`src/rtl/chan_conv.sv`:
```
module chan_conv #(
  parameter int SAMPLE_W = 16
) (
  input  logic                clk,
  input  logic                rst_n,
  input  logic [1:0]          cfg_mode,
  input  logic [1:0]          cfg_reduce,
  input  logic                cfg_fill,
  input  logic                in_valid,
  output logic                in_ready,
  input  logic [SAMPLE_W-1:0] in_data,
  input  logic                in_first,
  output logic                out_valid,
  input  logic                out_ready,
  output logic [SAMPLE_W-1:0] out_data,
  output logic                out_first
);
  localparam logic [1:0] MODE_S2M = 2'd1;
  localparam logic [1:0] MODE_M2S = 2'd2;

  logic [1:0]          mode_q, red_q;
  logic                fill_q;
  logic                have_half, dup_pending;
  logic [SAMPLE_W-1:0] half_q, dup_q, out_q;
  logic                out_v, out_f;

  logic                at_edge, slot_free, in_fire, fill_e;
  logic [1:0]          mode_e, red_e;
  logic signed [SAMPLE_W:0] sum_w;
  logic [SAMPLE_W-1:0] reduced;

  assign at_edge   = !have_half && !dup_pending;
  assign mode_e    = at_edge ? cfg_mode   : mode_q;
  assign red_e     = at_edge ? cfg_reduce : red_q;
  assign fill_e    = at_edge ? cfg_fill   : fill_q;

  assign slot_free = !out_v || out_ready;
  assign in_ready  = slot_free && !dup_pending;
  assign in_fire   = in_valid && in_ready;

  assign sum_w = $signed({half_q[SAMPLE_W-1], half_q}) + $signed({in_data[SAMPLE_W-1], in_data});

  always_comb begin
    case (red_e)
      2'd1:    reduced = in_data;
      2'd2:    reduced = sum_w[SAMPLE_W:1];
      default: reduced = half_q;
    endcase
  end

  always_ff @(posedge clk) begin
    if (!rst_n) begin
      mode_q      <= '0;
      red_q       <= '0;
      fill_q      <= 1'b0;
      have_half   <= 1'b0;
      dup_pending <= 1'b0;
      half_q      <= '0;
      dup_q       <= '0;
      out_q       <= '0;
      out_v       <= 1'b0;
      out_f       <= 1'b0;
    end else begin
      if (at_edge) begin
        mode_q <= cfg_mode;
        red_q  <= cfg_reduce;
        fill_q <= cfg_fill;
      end
      if (slot_free) begin
        if (dup_pending) begin
          out_q       <= dup_q;
          out_f       <= 1'b0;
          out_v       <= 1'b1;
          dup_pending <= 1'b0;
        end else if (in_fire) begin
          case (mode_e)
            MODE_S2M: begin
              if (in_first) begin
                half_q    <= in_data;
                have_half <= 1'b1;
                out_v     <= 1'b0;
              end else if (have_half) begin
                out_q     <= reduced;
                out_f     <= 1'b1;
                out_v     <= 1'b1;
                have_half <= 1'b0;
              end else begin
                out_v     <= 1'b0;
              end
            end
            MODE_M2S: begin
              out_q       <= in_data;
              out_f       <= 1'b1;
              out_v       <= 1'b1;
              dup_pending <= 1'b1;
              dup_q       <= fill_e ? in_data : '0;
            end
            default: begin
              out_q <= in_data;
              out_f <= in_first;
              out_v <= 1'b1;
            end
          endcase
        end else begin
          out_v <= 1'b0;
        end
      end
    end
  end

  assign out_valid = out_v;
  assign out_data  = out_q;
  assign out_first = out_f;
endmodule

```
`config.mk`:
```
export PLATFORM = sky130hd
export DESIGN_NAME = chan_conv
export DESIGN_NICKNAME = d
export VERILOG_FILES = /design/src/rtl/chan_conv.sv
export SDC_FILE = /design/constraint.sdc
export NUM_CORES = 1
export LEC_CHECK = 0
export ABC_AREA = 1
export BUFFER_PORTS_ARGS = -buffer_cell sky130_fd_sc_hd__buf_2
export CAP_MARGIN = 15
export CORE_MARGIN = 2
export CORE_UTILIZATION = 60
export CTS_CLUSTER_SIZE = 8
export DETAILED_ROUTE_END_ITERATION = 8
export PLACE_DENSITY = 0.82
export SETUP_SLACK_MARGIN = 0.15
export SLEW_MARGIN = 15
export SYNTH_ARGS = -nofsm -noshare
export SYNTH_HDL_FRONTEND = slang
export SYNTH_SLANG_ARGS = --single-unit
```
`constraint.sdc`:
```
create_clock -name clk -period 3 [get_ports clk]
set_input_delay 0.45 -clock clk [delete_from_list [all_inputs] [get_ports clk]]
set_output_delay 0.45 -clock clk [all_outputs]
set_load 0.1 [all_outputs]
```
# Word level (Yosys, flattened, before mapping)
# Cells that the tools add are included.
# W data, S select, Z words.
# classes
n_reduce_logical	12
n_bitwise	1
addsub	1
muxes	24
n_eq_ne	6
# op_table
op	n
$mux W16	6
$pmux W16 S2	1
$add A16 B16 Y17	1
$mux W1	14
$reduce_and A4 Y1	3
$ne A3 B3 Y1 const B	2
$reduce_and A5 Y1	1
$eq A2 B1 Y1 const B	2
$eq A2 B2 Y1 const B	2
$mux W2	2
$logic_and A1 B1 Y1	3
$logic_not A1 Y1	3
$pmux W1 S2	1
$reduce_bool A2 Y1	1
$logic_or A1 B1 Y1	1
$not A1 Y1	1
# totals
wordCells	54
in_bits	26
regBits	57
out_inout_bits	19

# Depth between registers and ports, before layout
# logic_depth
word_depth	10
mapped_depth	16
mapped_depth_nobuf	16

# Worst setup path after synthesis
# No wires, ideal clock.
# synth_timing
kind	register -> register
start	reg out_v, in the netlist out_valid
end	reg dup_q[10]
path_slack_ns	0.742
setup_ns	0.135
synth_period_minus_slack_ns	2.258
arrival_ns	2.124
t_required_ns	2.865
path_buffers	1
path_stages_with_launch	8
cell_sequence	dfxtp_1 -> inv_1 -> nor2_2 -> nor2_4 -> nand3_2 -> nand2_1 -> buf_2 -> a22oi_1
# synth_via
elab_chain_len	5
# synth_rtl
item	line	source
start, declared	25	logic out_v, out_f;
start signal, assigned	61	out_v <= 1'b0;
start signal, assigned	73	out_v <= 1'b1;
start signal, assigned	81	out_v <= 1'b0;
$logic_not A1 Y1	37	assign slot_free = !out_v || out_ready;
$logic_or A1 B1 Y1	37	
$logic_and A1 B1 Y1	38	assign in_ready = slot_free && !dup_pending;
net in_ready	10	output logic in_ready,
$logic_and A1 B1 Y1	39	assign in_fire = in_valid && in_ready;
$reduce_and A4 Y1 (no source line)	-	
end signal, assigned	96	dup_q <= fill_e ? in_data : '0;
end, declared	24	logic [SAMPLE_W-1:0] half_q, dup_q, out_q;
# The timed path passes the listed nets, and every way through them passes these cells.
# A chain may end at the register's enable or synchronous reset.

# Worst setup path in the final report
# layout_timing
start	reg have_half
end	reg half_q[14]
# layout_via
elab_chain_len	5
# layout_rtl
item	line	source
start, declared	23	logic have_half, dup_pending;
start signal, assigned	56	have_half <= 1'b0;
start signal, assigned	80	have_half <= 1'b1;
start signal, assigned	86	have_half <= 1'b0;
$logic_not A1 Y1	32	assign at_edge = !have_half && !dup_pending;
$logic_and A1 B1 Y1	32	
$mux W2	-	
$eq A2 B1 Y1	76	case (mode_e)
$reduce_and A5 Y1 (no source line)	-	
end signal, assigned	79	half_q <= in_data;
end, declared	24	
# No other way between the ends.

==> qor.yml <==
floorplan:
  die_w_um: 84.42
  die_h_um: 84.42
  num_rows: 29
  die_area_mm2: 0.007126
  coreArea_mm2: 0.006314
  num_io_pins: 45
  start_util: 0.6145
yosys:
  post-synth-top-count-cell: "nand2_1"
  synth.avg_cell_area_um2: 6.554
  ys.flop_type: "dfxtp_1"
  synthTopCellsByCount: "nand2_1 (158), inv_1 (80), a21oi_1 (73)"
  ys_ff_latch: 57
  syn_inst: 592
  synthTopCellsByArea: "dfxtp_1 (29%), nand2_1 (15%), a21oi_1 (9.4%)"
  ys_warn_count: 0
  syn_nets: 638
  yosysTopAreaCell: "dfxtp_1"
  synth_cell_types: 36
  synth_edf_count: 0
  synth.top_cell.area_share: 0.2941
  async_reset_ff_frac: 0
  ys_seq_area_frac: 0.2941
  synthesis.area_mm2: 0.003880
clock_tree:
  hold_buffers: 0
  insertion_delay_ps: 340
  clock_path_buffers: 2
  cts_resized: 0
  root_buffer: "clkbuf_8"
  cts-htree-levels: 3
  cts_sinks: 57
  numCtsBuffers: 9
  tritoncts: "yes"
  clk_pin_slew_worst_paths_ps: 70
  post_cts_buffers: 0
final_layout:
  post-route-util: 0.6748
  nFillCells: 569
  diodes: 0
  drive_above_1_share: 0.1887
  syn2layout_area_growth_pct: 9.803
  seqCellArea_mm2: 0.001141
  multi_input_area_mm2: 0.002242
  nets: 677
worst_hold_path:
  worstHoldPathType: "in -> reg"
  min_to: "dup_pending"
  hp-start: "out_ready"
  min_path_cells: 4
pwr:
  seq_power_share: 0.361
  switchingPower_uw: 1049
  p_sw_frac: 0.4335
  irDropWorstVdd_mv: 0.6489
  totalPowerFinal_uw: 2419
  clock_power_share: 0.256
  power_frac_comb: 0.382
  cellPowerDensity_mw_per_mm2: 567.7
  p_int_uw: 1370
  leakage_uw: 0.002131
global_route:
  grt_pass1_vias: 3715
  grtUsageTotal: 0.2935
  antenna_found_initial: 0
  grt_max_degree: 28
  grt_pass1_wl_um: 16990
  grt-ovfl-total: 0
critical_path:
  rr_startpoint: "have_half"
  reg2reg_slack_ps: 550
  end_kind: "flop"
  start_kind: "flop"
  cp.required_ps: 3210
  rr_endpoint: "half_q[14]"
  worstSetupPathType: "reg -> reg"
  worst_r2r_path_depth: 9
  crit_fanout: 22
  crit_arrival_ps: 2660
status:
  run_status: "finished, final reports clean"
flow_run:
  maxCapViolCount: 0
timing:
  fin_ws_ps: 546.0
  fin_skew_ps: 6.103
  period_share: 0.8180
  fmax_ghz: 0.4075
  slew_headroom: 0.4787
  finalCriticalPeriod_ps: 2454
  final-setup-viol-count: 0
  rsz0062_at_grt: "false"
  worst_slew_pin_slew_ps: 781.2
  final_hold_viol_count: 0
  setup-tns-final_ps: 0
  drv_slew: 0
place:
  pre_cts_ws_ps: 558.5
  io_buffers: 44
  globalplace.congestion: 0.9158
  dp_hpwl_um: 7452
drt:
  drt_iter0_drc: 238
  wl_per_cell_um: 14.16
  routed_wl_um: 10090
  routed_via_density: 5.496
  first_pass_iters: 7
  ant_nets: 0
  route.vias.total: 3919
  post-route-drc-count: 0
-- cells by family (layout without fill, tap and decap cells) --
group           count (synthesis)  count (layout)  synth area share
flops                          57              57            0.2941
compound gates                148             148            0.2177
simple gates                  253             253            0.2938
fa+ha+maj                      20              20           0.06643
buf+inv                       114             158            0.1280
-- cell usage in the layout (no fill, tap or decap), types with 3 or more instances in the layout --
cell type,n
buf_4,8
nor2_1,38
nor3_2,3
a22oi_1,16
o22ai_1,4
a21oi_1,73
ha_1,19
nor2_2,4
nand2_2,15
clkbuf_8,9
o21ai_0,34
nand3_2,5
nand2_1,158
buf_2,44
dfxtp_1,57
a21oi_2,9
nand3b_1,4
nand3_1,18
inv_2,9
inv_1,80
o21ai_1,7
clkinv_2,4
-- metal layers --
layer | part of all wire | GRT usage
met5 | 0 | 0
met4 | 0.028 | 0.1082
met3 | 0.053 | 0.06391
met2 | 0.50 | 0.5137
met1 | 0.42 | 0.3539
-- stage by stage --
step	instance area (um2)	instances	hold slack [ps]
floorplan	3880	592	443.6
global placement	4098	697	451.3
detailed placement	4098	697	459.3
CTS	4260	713	393.2
global route	4260	713	402.5
finish	4260	713	406.7
-- flip-flops by register name, summed over array words and instances, names as in the netlist --
| name | flops |
|---|---|
| dup_pending | 1 |
| dup_q | 16 |
| fill_q | 1 |
| half_q | 16 |
| have_half | 1 |
| mode_q | 2 |
| out_data | 16 |
| out_first | 1 |
| out_valid | 1 |
| red_q | 2 |
-- worst max path at each step --
stage	start	end	cells after the start
2_1_floorplan	out_valid	dup_q[10]	7
3_3_place_gp	have_half	dup_q[5]	6
3_5_place_dp	have_half	half_q[14]	9
4_1_cts	have_half	half_q[14]	9
5_1_grt	have_half	half_q[14]	10
6_report	have_half	half_q[14]	9
-- worst max-delay path, cell delays in order (launching register included) --
cell and delay, ps:
dfxtp_1 470, nor2_8 70, o21ai_0 320, ha_1 420, nand2_1 110, nor2_1 150
buf_4 190, inv_1 260, o21ai_0 260, a21oi_1 70
-- layout make-up --
class,count,share of cell area
Multi-Input combinational cell,421,0.5263
Sequential cell,57,0.2678
Inverter,90,0.07930
Timing Repair Buffer,52,0.06579
Clock buffer,10,0.02996
Clock inverter,6,0.008223
Tap cell,77,0.02261
-- power by group through the flow --
stage / Clock (uW) / Combinational (uW) / Sequential, uW
after detailed placement: 0 / 914 / 889
after CTS: 623 / 917 / 874
after floorplan: 0 / 508 / 1120
after global routing: 647 / 1010 / 882
final: 619 / 925 / 874
after global placement: 0 / 893 / 887
No activity file was read; power rests on OpenSTA's default activity.
